<file path="src/rtl/pwm4_pkg.sv">
package pwm4_pkg;
  // byte offsets inside one channel bank (16-byte stride)
  localparam logic [3:0] OFS_CTRL = 4'h0;
  localparam logic [3:0] OFS_DUTY = 4'h4;
  localparam logic [3:0] OFS_PER  = 4'h8;
  // chip-wide enable register
  localparam logic [7:0] ADDR_GLB = 8'h3C;
endpackage

</file>
<file path="src/rtl/pwm4_regs.sv">
module pwm4_regs
  import pwm4_pkg::*;
#(
  parameter int NCH    = 4,
  parameter int PRE_W  = 14,
  parameter int CNT_W  = 16,
  parameter int ADDR_W = 8,
  parameter int DATA_W = 32
) (
  input  logic                         clk,
  input  logic                         rst_n,
  input  logic [ADDR_W-1:0]            addr,
  input  logic [DATA_W-1:0]            wdata,
  input  logic                         we,
  output logic [DATA_W-1:0]            rdata,
  output logic [NCH-1:0]               ch_en,
  output logic [NCH-1:0][PRE_W-1:0]    ch_pre,
  output logic [NCH-1:0][CNT_W-1:0]    ch_duty,
  output logic [NCH-1:0][CNT_W-1:0]    ch_per,
  output logic                         glb_en
);
  localparam int CH_W = ADDR_W - 4;

  logic [NCH-1:0]            en_q, en_d;
  logic [NCH-1:0][PRE_W-1:0] pre_q, pre_d;
  logic [NCH-1:0][CNT_W-1:0] dc_q, dc_d, pv_q, pv_d;
  logic                      glb_q, glb_d;

  // write decode: next-state
  always_comb begin
    en_d  = en_q;
    pre_d = pre_q;
    dc_d  = dc_q;
    pv_d  = pv_q;
    glb_d = glb_q;
    if (addr == ADDR_W'(ADDR_GLB)) glb_d = wdata[0];
    for (int i = 0; i < NCH; i++) begin
      if (addr[ADDR_W-1:4] == CH_W'(i)) begin
        case (addr[3:0])
          OFS_CTRL: begin
            en_d[i]  = wdata[0];
            pre_d[i] = wdata[PRE_W+1:2];
          end
          OFS_DUTY: dc_d[i] = wdata[CNT_W-1:0];
          OFS_PER:  pv_d[i] = wdata[CNT_W-1:0];
          default: ;
        endcase
      end
    end
  end

  // register process with write strobe as clock enable
  always_ff @(posedge clk or negedge rst_n) begin
    if (!rst_n) begin
      en_q  <= '0;
      pre_q <= '0;
      dc_q  <= '0;
      pv_q  <= '0;
      glb_q <= 1'b0;
    end else if (we) begin
      en_q  <= en_d;
      pre_q <= pre_d;
      dc_q  <= dc_d;
      pv_q  <= pv_d;
      glb_q <= glb_d;
    end
  end

  // readback mux
  always_comb begin
    rdata = '0;
    if (addr == ADDR_W'(ADDR_GLB)) rdata[0] = glb_q;
    for (int i = 0; i < NCH; i++) begin
      if (addr[ADDR_W-1:4] == CH_W'(i)) begin
        case (addr[3:0])
          OFS_CTRL: begin
            rdata[0]         = en_q[i];
            rdata[PRE_W+1:2] = pre_q[i];
          end
          OFS_DUTY: rdata[CNT_W-1:0] = dc_q[i];
          OFS_PER:  rdata[CNT_W-1:0] = pv_q[i];
          default: ;
        endcase
      end
    end
  end

  assign ch_en   = en_q;
  assign ch_pre  = pre_q;
  assign ch_duty = dc_q;
  assign ch_per  = pv_q;
  assign glb_en  = glb_q;
endmodule

</file>
<file path="src/rtl/pwm4_chan.sv">
module pwm4_chan #(
  parameter int PRE_W = 14,
  parameter int CNT_W = 16
) (
  input  logic             clk,
  input  logic             rst_n,
  input  logic             run,
  input  logic [PRE_W-1:0] cfg_pre,
  input  logic [CNT_W-1:0] cfg_dc,
  input  logic [CNT_W-1:0] cfg_pv,
  output logic             pwm
);
  logic             act_q, act_d;
  logic [PRE_W-1:0] pc_q, pc_d, sp_q, sp_d;
  logic [CNT_W-1:0] cc_q, cc_d, sdc_q, sdc_d, spv_q, spv_d;
  logic             tick, last, load;

  always_comb begin
    tick  = (pc_q == sp_q);
    last  = (spv_q == '0) || (cc_q == spv_q - 1'b1);
    act_d = run;
    pc_d  = pc_q;
    cc_d  = cc_q;
    load  = 1'b0;
    if (!run || !act_q) begin
      pc_d = '0;
      cc_d = '0;
      load = 1'b1;
    end else if (tick) begin
      pc_d = '0;
      if (last) begin
        cc_d = '0;
        load = 1'b1;
      end else begin
        cc_d = cc_q + 1'b1;
      end
    end else begin
      pc_d = pc_q + 1'b1;
    end
    sp_d  = load ? cfg_pre : sp_q;
    sdc_d = load ? cfg_dc  : sdc_q;
    spv_d = load ? cfg_pv  : spv_q;
  end

  always_ff @(posedge clk or negedge rst_n) begin
    if (!rst_n) begin
      act_q <= 1'b0;
      pc_q  <= '0;
      cc_q  <= '0;
      sp_q  <= '0;
      sdc_q <= '0;
      spv_q <= '0;
    end else begin
      act_q <= act_d;
      pc_q  <= pc_d;
      cc_q  <= cc_d;
      sp_q  <= sp_d;
      sdc_q <= sdc_d;
      spv_q <= spv_d;
    end
  end

  assign pwm = act_q && (spv_q != '0) && (sdc_q != '0) && (cc_q < sdc_q);
endmodule

</file>
<file path="src/rtl/pwm4_periph.sv">
module pwm4_periph #(
  parameter int NCH    = 4,
  parameter int PRE_W  = 14,
  parameter int CNT_W  = 16,
  parameter int ADDR_W = 8,
  parameter int DATA_W = 32
) (
  input  logic              clk,
  input  logic              rst_n,
  input  logic [ADDR_W-1:0] bus_addr,
  input  logic [DATA_W-1:0] bus_wdata,
  input  logic              bus_we,
  output logic [DATA_W-1:0] bus_rdata,
  output logic [NCH-1:0]    pwm_out
);
  logic [1:0]                rst_sync;
  logic                      rst_int_n;
  logic [NCH-1:0]            ch_en;
  logic [NCH-1:0][PRE_W-1:0] ch_pre;
  logic [NCH-1:0][CNT_W-1:0] ch_duty, ch_per;
  logic                      glb_en;

  // asynchronous assert, synchronous release
  always_ff @(posedge clk or negedge rst_n) begin
    if (!rst_n) rst_sync <= 2'b00;
    else        rst_sync <= {rst_sync[0], 1'b1};
  end
  assign rst_int_n = rst_sync[1];

  pwm4_regs #(
    .NCH(NCH), .PRE_W(PRE_W), .CNT_W(CNT_W), .ADDR_W(ADDR_W), .DATA_W(DATA_W)
  ) u_regs (
    .clk(clk), .rst_n(rst_int_n), .addr(bus_addr), .wdata(bus_wdata),
    .we(bus_we), .rdata(bus_rdata), .ch_en(ch_en), .ch_pre(ch_pre),
    .ch_duty(ch_duty), .ch_per(ch_per), .glb_en(glb_en)
  );

  for (genvar g = 0; g < NCH; g++) begin : g_ch
    pwm4_chan #(.PRE_W(PRE_W), .CNT_W(CNT_W)) u_chan (
      .clk(clk), .rst_n(rst_int_n), .run(ch_en[g] & glb_en),
      .cfg_pre(ch_pre[g]), .cfg_dc(ch_duty[g]), .cfg_pv(ch_per[g]),
      .pwm(pwm_out[g])
    );
  end
endmodule

</file>
<file path="config.mk">
export PLATFORM = sky130hd
export DESIGN_NAME = pwm4_periph
export DESIGN_NICKNAME = d
export VERILOG_FILES = /design/src/rtl/pwm4_pkg.sv /design/src/rtl/pwm4_regs.sv /design/src/rtl/pwm4_chan.sv /design/src/rtl/pwm4_periph.sv
export SDC_FILE = /design/constraint.sdc
export NUM_CORES = 1
export LEC_CHECK = 0
export BUFFER_PORTS_ARGS = -buffer_cell sky130_fd_sc_hd__buf_2
export CORE_MARGIN = 5
export CORE_UTILIZATION = 50
export DETAILED_ROUTE_END_ITERATION = 10
export GPL_TIMING_DRIVEN = 0
export PLACE_DENSITY = 0.69
export SLEW_MARGIN = 10
export SYNTH_ARGS = -nofsm -noshare
export SYNTH_HDL_FRONTEND = slang
export SYNTH_SLANG_ARGS = --single-unit
export TNS_END_PERCENT = 1
</file>
<file path="constraint.sdc">
create_clock -name clk -period 13.4 [get_ports clk]
set_input_delay 0.67 -clock clk [delete_from_list [all_inputs] [get_ports clk]]
set_output_delay 0.67 -clock clk [all_outputs]
set_load 0.1 [all_outputs]
</file>
# Word level (Yosys, flattened, before mapping)
# Cells that the tools add are included.
op_classes:
  n_mul: 0
  reduce_logical: 59
  n_eq_ne: 14
  bitwise_logic: 4
  n_mux: 49
  order_cmp: 4
  addsub: 12
  n_div: 0
  n_shift: 0
ops:
  columns: ["operator", "count"]
  rows:
  - ["16-bit two-way mux", 16]
  - ["14-bit case mux with 3 select lines", 4]
  - ["16-bit nonzero test", 8]
  - ["14-bit two-way mux", 8]
  - ["16-bit by 1-bit adder with 16-bit output, second input constant", 4]
  - ["16-bit == test", 4]
  - ["16-bit zero test", 4]
  - ["16-bit less-than comparator", 4]
  - ["16-bit by 1-bit subtractor with 16-bit output, second input constant", 4]
  - ["14-bit by 1-bit adder with 14-bit output, second input constant", 4]
  - ["14-bit == test", 4]
  - ["3-bit AND reduction", 12]
  - ["1-bit two-way mux", 13]
  - ["1-bit logical AND", 12]
  - ["1-bit case mux with 3 select lines", 4]
  - ["4-bit by 2-bit == test with 1-bit output, second input constant", 2]
  - ["8-bit by 6-bit == test with 1-bit output, second input constant", 1]
  - ["1-bit zero test", 8]
  - ["4-bit zero test", 2]
  - ["1-bit logical OR", 8]
  - ["1-bit case mux with 2 select lines", 4]
  - ["2-bit nonzero test", 4]
  - ["1-bit AND", 4]
  - ["4-bit by 1-bit == test with 1-bit output, second input constant", 1]
  - ["3 further kinds", 3]
totals:
  mem_bits_ro: 0
  reg_bits: 499
  mem_bits_rw: 0
  output_inout_bits: 36
  latchBits: 0
  n_memories: 0

# Logic depth before layout (Yosys ltp)
# Gate-level depths: netlist (run 1).
logic_depth:
  word_depth: 10
  ltp_mapped: 13
  depth_no_buf: 10

# Modules after synthesis
# From an unflattened synthesis (run 1), not the netlist that was laid out.
hier_totals:
  cells_unflattened: 2419
  area_unflattened_um2: 27965.6
by_module_without_submodules:
  columns: ["module", "n_inst", "area_per_inst_um2", "cells_each"]
  rows:
  - ["pwm4_chan", 4, 4631.9, 418]
  - ["pwm4_regs", 1, 9359.0, 740]
  - ["pwm4_periph", 1, 78.8, 7]

# Worst setup path before layout (run 1)
# No wires, ideal clock.
synth_path:
  kind: "input to output"
  from: "input bus_addr[1]"
  to: "output bus_rdata[10]"
  cell_stages: 8
  arrival_time_ns: 4.526
  setup_slack_ns: 8.204
  required_time_ns: 12.730
  n_path_buf: 4
  cell_sequence: "or2_2 -> clkbuf_1 -> nor3b_1 -> clkbuf_1 -> clkbuf_1 -> clkbuf_1 -> a21oi_1 -> o21ai_0"
synth_via:
  elab_chain_cells: 9
  elab_cells_between_ends: 11
  classes_between: "2 x eq/ne; 8 x mux; 1 x reduce/logical"
synth_lines:
  columns: ["item", "line", "text"]
  rows:
  - ["start: declaration", "pwm4_periph.sv:10", "input logic [ADDR_W-1:0] bus_addr,"]
  - ["4-bit == test, or another cell as far along", "pwm4_regs.sv:75", "case (addr[3:0])"]
  - ["14-bit case mux with 3 select lines", "pwm4_regs.sv:75", null]
  - ["16-bit two-way mux", "pwm4_regs.sv:74", "if (addr[ADDR_W-1:4] == CH_W'(i)) begin"]
  - ["14-bit case mux with 3 select lines", "pwm4_regs.sv:75", null]
  - ["16-bit two-way mux", "pwm4_regs.sv:74", null]
  - ["14-bit case mux with 3 select lines", "pwm4_regs.sv:75", null]
  - ["16-bit two-way mux", "pwm4_regs.sv:74", null]
  - ["14-bit case mux with 3 select lines", "pwm4_regs.sv:75", null]
  - ["16-bit two-way mux (*)", "pwm4_regs.sv:74", null]
  - ["end: declaration", "pwm4_periph.sv:13", "output logic [DATA_W-1:0] bus_rdata,"]
# Mark *: on every way between the ends. The rest lies on a longest branch, timed or not.

# Final worst setup path (run 1)
layout_path:
  from: "input bus_addr[1]"
  to: "output bus_rdata[6]"
# The elaborated chain is that of the path after synthesis.

==> impl_metrics.toml, run 1 <==
[timing]
slew_viol_final = 0
hold_violations = 0
finalSetupTns_ns = 0
min_period_ns = 4.928
fin_hold_ws_ns = 0.2814
final-setup-viol-count = 0
fin_skew_ns = 0.01605
worst_pin_slew_ns = 1.061
finalCritPeriodShare = 0.3678
relSlewSlack = 0.2910
fmax_ghz = 0.2029
rsz0062_at_grt = "no"

[cells_and_area]
drive_above_1_share = 0.2085
final_cell_mix = "498 x dfrtp_1, 233 x mux2_2, 129 x nor2_1"
area_growth_pct = 11.64
nNetsFinal = 2618
mostFrequentLayoutCell = "dfrtp_1"
fill_cells = 4389

[global_routing]
grt_pass1_wl_um = 111200
grt_pass1_vias = 19320
track_usage = 0.2440
grt_max_degree = 67
overflow = 0
antenna_found_initial = 6

[status]
outcome = "finished clean"

[job]
maxCapViolCount = 0

[yosys]
synth_compound_area_frac = 0.09565
yosysWarnings = 0
syn-cell-area_um2 = 26630
yosysUniqueCellTypes = 86
synth_area_leaders = "dfrtp_1 47%, mux2_2 9.9%, mux2_4 4.5%"
synth_edf_count = 0
netlist.area_leader.share = 0.4688
ys_seq_area_frac = 0.4688
synth-async-reset-ratio = 1.000
ys_seq_elements = 499
synthAdderAreaFrac = 0.03570
synthXorXnorAreaFrac = 0.05919
synth.avg_cell_area_um2 = 11.22
synthCells = 2374
synth_top_family_by_area = "multiplexers"
muxShareOfSynthArea = 0.1699
synthSimpleGateAreaFrac = 0.1259
yosys_most_used_dff = "dfrtp_1"
synth_area_leader_cell = "dfrtp_1"

[clock_tree]
htreeDepth = 2
cts_inserted_buffers = 53
cts_tree = "yes"
ctsLongestPathBuffers = 3
clk_pin_slew_ns = 0.06
cts.sinks = 499
cts_resized = 0
cts-root-buf = "clkbuf_16"
clock_latency_ns = 0.61

[floorplan]
coreArea_um2 = 52660
row_count = 84
num_io_pins = 79
die_w_um = 240.8
dieArea_um2 = 57980
die_h_um = 240.8
start_util = 0.5058

[critical_path]
crit_family = "buffers and inverters"
path_cells = "buf_2 -> or2_2 -> clkbuf_1 -> nor3b_1 -> clkbuf_1 -> clkbuf_1 -> clkbuf_1 -> a21oi_1 -> o21ai_0 -> buf_2"
crit_top_cell = "clkbuf_1"
r2r_slack_ns = 9.50
worst_path_max_delay_cell = "buf_2"
cp-end-kind = "output port"
crit_path_max_incr_delay_ns = 0.51
crit_type = "input pin to output port"
worstPathArrival_ns = 4.26
cp-start-kind = "input pin"
crit_fanout = 10
cp_data_required_time_ns = 12.73
worst-path-buf-inv = 6

[worst_hold_path]
min_path_type = "register to async pin"

[routing]
drt_wl_total_um = 70900
vias = 19160
drtPass1Iterations = 5
ant_nets = 0
drc = 0
via_per_inst = 5.928
drt_iter0_markers = 1533
wl_per_cell_um = 21.94

[placed_design]
routabilityCongestion = 0.9694
portBuffers = 45
dp_hpwl_um = 52660

[pwr]
power_mw = 3.432
peakVddDrop_v = 0.00009179
power_density_nw_per_um2 = 115.4
p_leak_nw = 14.27
## registers in the layout (all words and copies together), names as in the netlist
name / cells
g_ch.u_chan.sdc_q: 64
rst_sync: 2
g_ch.u_chan.pc_q: 56
g_ch.u_chan.spv_q: 64
u_regs.ch_pre: 56
u_regs.ch_per: 64
u_regs.glb_en: 1
g_ch.u_chan.act_q: 4
g_ch.u_chan.cc_q: 64
u_regs.ch_en: 4
u_regs.ch_duty: 64
g_ch.u_chan.sp_q: 56
## cell type report
class,instances,area [um^2],area share
timing repair buffer,55,467.9,0.01574
clock inverter,18,136.4,0.004587
clock buffer,80,1570,0.05281
antenna,2,5.005,0.0001683
tap,688,860.8,0.02895
sequential,499,12490,0.4201
inverter,107,401.6,0.01351
multi-input combinational,1652,13020,0.4378
buffer,131,783.3,0.02634
## power breakdown
part	switching [mW]	internal, mW
Combinational	0.209	0.152
Clock	0.618	0.828
Sequential	0.0644	1.56
## cells in the mapped netlist, types with 56 or more instances
| cell type | n |
|---|---|
| dfrtp_1 | 499 |
| mux2_2 | 233 |
| nor2_1 | 129 |
| inv_1 | 107 |
| nand2_1 | 106 |
| xor2_1 | 104 |
| nand3_1 | 103 |
| a21oi_1 | 84 |
| o21ai_0 | 84 |
| mux2_4 | 80 |
| clkbuf_1 | 78 |
| ha_1 | 76 |
| xnor2_1 | 76 |
| mux2_1 | 56 |
## repair_timing
item,CTS,global route
hold buffers,1,0
setup buffers,0,0
setup endpoints to repair,0,0
endpoints found under the hold margin,2,0
## logic make-up after synthesis
| family | Yosys count |
|---|---|
| other | 2 |
| buffers and inverters | 238 |
| flip-flops | 499 |
| AND/OR/NAND/NOR | 627 |
| XOR/XNOR | 180 |
| adder cells (fa/ha/maj) | 76 |
| multiplexers | 376 |
| AO/OA/AOI/OAI | 376 |
## layer usage
layer,vias to the layer above,part of all wire,global-route usage
met2,495,0.49,0.4115
met3,105,0.061,0.04377
met1,9747,0.43,0.3330
met5,-,0.00048,0
met4,6,0.018,0.05574
li1,8806,-,-
## worst reg2reg max path, stage by stage (launching register included)
cell and delay (ns):
dfrtp_1 0.43, inv_1 0.10, ha_1 0.20, nor3b_1 0.87
a21oi_1 0.18, nor4_1 0.38, nand4_1 0.22, a2111oi_4 0.38
a21oi_2 0.20, nor2_8 0.31, buf_12 0.20, mux2_4 0.31
## per-stage QoR
step | instances | utilization | worst slack (ns) | cell area, um^2
finish | 3232 | 0.5647 | 8.472 | 29730
global route | 3230 | 0.5646 | 8.201 | 29730
CTS | 3230 | 0.5646 | 8.516 | 29730
detailed placement | 3131 | 0.5320 | 8.517 | 28010
global placement | 3122 | 0.5275 | 2.528 | 27780
floorplan | 2389 | - | 5.273 | 26690
## worst paths after layout
| path | from | to | cells past startpoint |
|---|---|---|---|
| worst min register to register | rst_sync[1] | g_ch[3].u_chan.sp_q[11] | 0 |
| worst max register to register | g_ch[1].u_chan.spv_q[0] | g_ch[1].u_chan.spv_q[14] | 11 |
| max in group asynchronous | rst_sync[1] | u_regs.ch_per[23] | 4 |
| worst min-delay path | rst_sync[1] | g_ch[3].u_chan.sp_q[11] | 0 |
| min in group clk | bus_wdata[11] | u_regs.ch_pre[9] | 2 |
| worst max-delay path | bus_addr[1] | bus_rdata[6] | 10 |
(Power assumes the default switching activity.)
==> inputs of run 2 (changes only) <==
==> constraint.sdc (replaced) <==
create_clock -name clk -period 4.45 [get_ports clk]
set_input_delay 0.2225 -clock clk [delete_from_list [all_inputs] [get_ports clk]]
set_output_delay 0.2225 -clock clk [all_outputs]
set_load 0.1 [all_outputs]
==> run 2 against run 1 <==
  * Flip-flop and latch count did not move
  * Die area did not move
  * Non-clock buffer count rose by 16
  * Register-to-register slack got worse by 8.9 ns
  * Setup slack got worse by 8.1 ns
  * Utilization rose by 0.80 points
  * Clock-buffer cell count fell by 4
  * Clock skew rose by 0.0068 ns
  * Clock power rose to 3.4 times the previous value
  * Sequential power rose to 3.0 times the previous value
  * Worst hold slack got worse by 0.25 ns
  * Cell count rose by 0.53%
  * Highest routed layer unchanged
==> impl_metrics.toml, run 2 (synthesis results as in run 1) <==
[status]
outcome = "finished clean"

[clock_tree]
cts_tree = "yes"
htreeDepth = 2
cts.sinks = 499
clk_pin_slew_ns = 0.06
cts-root-buf = "clkbuf_16"
cts_setup_buffers = 0
cts_resized = 0
clock_latency_ns = 0.60
ctsLongestPathBuffers = 3
cts_inserted_buffers = 54
hold_buffers = 17

[global_routing]
grtUsageMet3 = 0.04594
grt_pass1_wl_um = 111100
track_usage = 0.2431
overflow = 0
met2_usage = 0.3970
grt_max_degree = 66
grt_pass1_vias = 19150
antenna_found_initial = 4
top_usage_layer = "met2"
use_met1 = 0.3421

[placed_design]
dp_hpwl_um = 52550
place_ws_ns = 0.4574
dpl_cell_area_um2 = 28010
portBuffers = 45
routabilityCongestion = 0.9806

[critical_path]
ff2ff_path_depth = 12
crit_type = "input pin to output port"
crit_fanout = 10
cp-end-kind = "output port"
worstPathArrival_ns = 3.89
cp_data_required_time_ns = 4.23
cp-start-kind = "input pin"
regToRegStartpoint = "g_ch[0].u_chan.spv_q[0]"
timing.rr.end = "g_ch[0].u_chan.sp_q[12]"
r2r_slack_ns = 0.59

[floorplan]
num_io_pins = 79
die_h_um = 240.8
row_count = 84
coreArea_um2 = 52660
dieArea_um2 = 57980
start_util = 0.5058
die_w_um = 240.8

[timing]
finalCritPeriodShare = 0.9250
worst_slack_ns = 0.3337
min_period_ns = 4.116
worst_pin_slew_ns = 1.077
fmax_ghz = 0.2429
final-setup-viol-count = 0
hold_violations = 0
rsz0062_at_grt = "no"
slew_viol_final = 0
fin_skew_ns = 0.02283
relSlewSlack = 0.2803

[routing]
via_per_inst = 5.912
drt_iter0_markers = 1544
vias = 19210
ant_nets = 0
drc = 0
drtPass1Iterations = 5
wl_per_cell_um = 21.82
drt_wl_total_um = 70900

[cells_and_area]
regArea_um2 = 12490
drive_above_1_share = 0.2107
multi_input_area_um2 = 13020
area_growth_pct = 13.22
post-route-cell-area_um2 = 30160
nNetsFinal = 2635
mostFrequentLayoutCell = "dfrtp_1"
fill_cells = 4267
final_cell_mix = "498 x dfrtp_1, 233 x mux2_2, 129 x nor2_1"
fin_util = 0.5727

[pwr]
p_leak_nw = 14.47
power_density_nw_per_um2 = 361.9
peakVddDrop_v = 0.0003299

[worst_hold_path]
worst_hold_startpoint = "bus_wdata[1]"
min_path_type = "input pin to register"
holdPathStages = 2
min_to = "u_regs.ch_per[49]"

[job]
maxCapViolCount = 0
run 2: changes by cell type in the layout (fill, tap and decap cells not counted):
cell	delta
dlygate4sd3_1	+16
clkbuf_1	-9
bufinv_16	+8
clkbuf_8	+5
clkinv_2	-4
clkinvlp_4	-3
inv_6	+2
clkinv_4	+1
diode_2	+1
run 2: per-stage QoR:
| step | instances | TNS, ns | power (mW) | hold WS [ns] |
|---|---|---|---|---|
| 5_1_grt | 3246 | 0 | 11.30 | 0.01341 |
| 6_report | 3249 | 0 | 10.91 | 0.02849 |
| 3_5_place_dp | 3131 | 0 | 6.052 | 0.01011 |
| 4_1_cts | 3246 | 0 | 10.97 | 0.002023 |
| 3_3_place_gp | 3122 | -998.67 | 5.980 | 0.008587 |
| 2_1_floorplan | 2389 | -206.28 | 5.711 | -0.07309 |
run 2: cell type report:
class	count	share of cell area
antenna	3	0.0002489
clock buffer	76	0.05323
sequential	499	0.4142
timing repair buffer	71	0.02083
clock inverter	22	0.01195
tap	688	0.02855
buffer	131	0.02597
inverter	107	0.01332
multi-input combinational	1652	0.4317
run 2: worst max-delay path by stage:
stage	startpoint	end	slack, ns
finish	bus_addr[1]	bus_rdata[2]	0.33
global route	bus_addr[1]	bus_rdata[6]	0.15
CTS	g_ch[2].u_chan.cc_q[1]	pwm_out[2]	0.41
detailed placement	bus_addr[1]	bus_rdata[6]	0.46
global placement	rst_sync[1]	g_ch[1].u_chan.pc_q[7]	-2.05
floorplan	rst_sync[1]	g_ch[0].u_chan.act_q	-0.42
run 2: report_power, final:
group	switching, mW	leakage [nW]	internal (mW)	total [mW]
Clock	1.89	0.969	3.03	4.92
Combinational	0.636	6.60	0.467	1.10
Sequential	0.191	6.90	4.70	4.89
run 2: per-layer routing:
layer  share of wire  vias to the layer above
li1                -                     8822
met1            0.44                     9735
met2            0.48                      546
met3           0.063                      102
met4           0.022                        4
met5         0.00038                        -
run 2: critical path: stages:
cell and delay, ns:
buf_2 0.09, or2_2 0.33, clkbuf_1 0.21, nor3b_1 0.43, clkbuf_1 0.51, clkbuf_1 0.48, clkbuf_1 0.49, a21oi_1 0.19
o21ai_0 0.41, buf_2 0.51
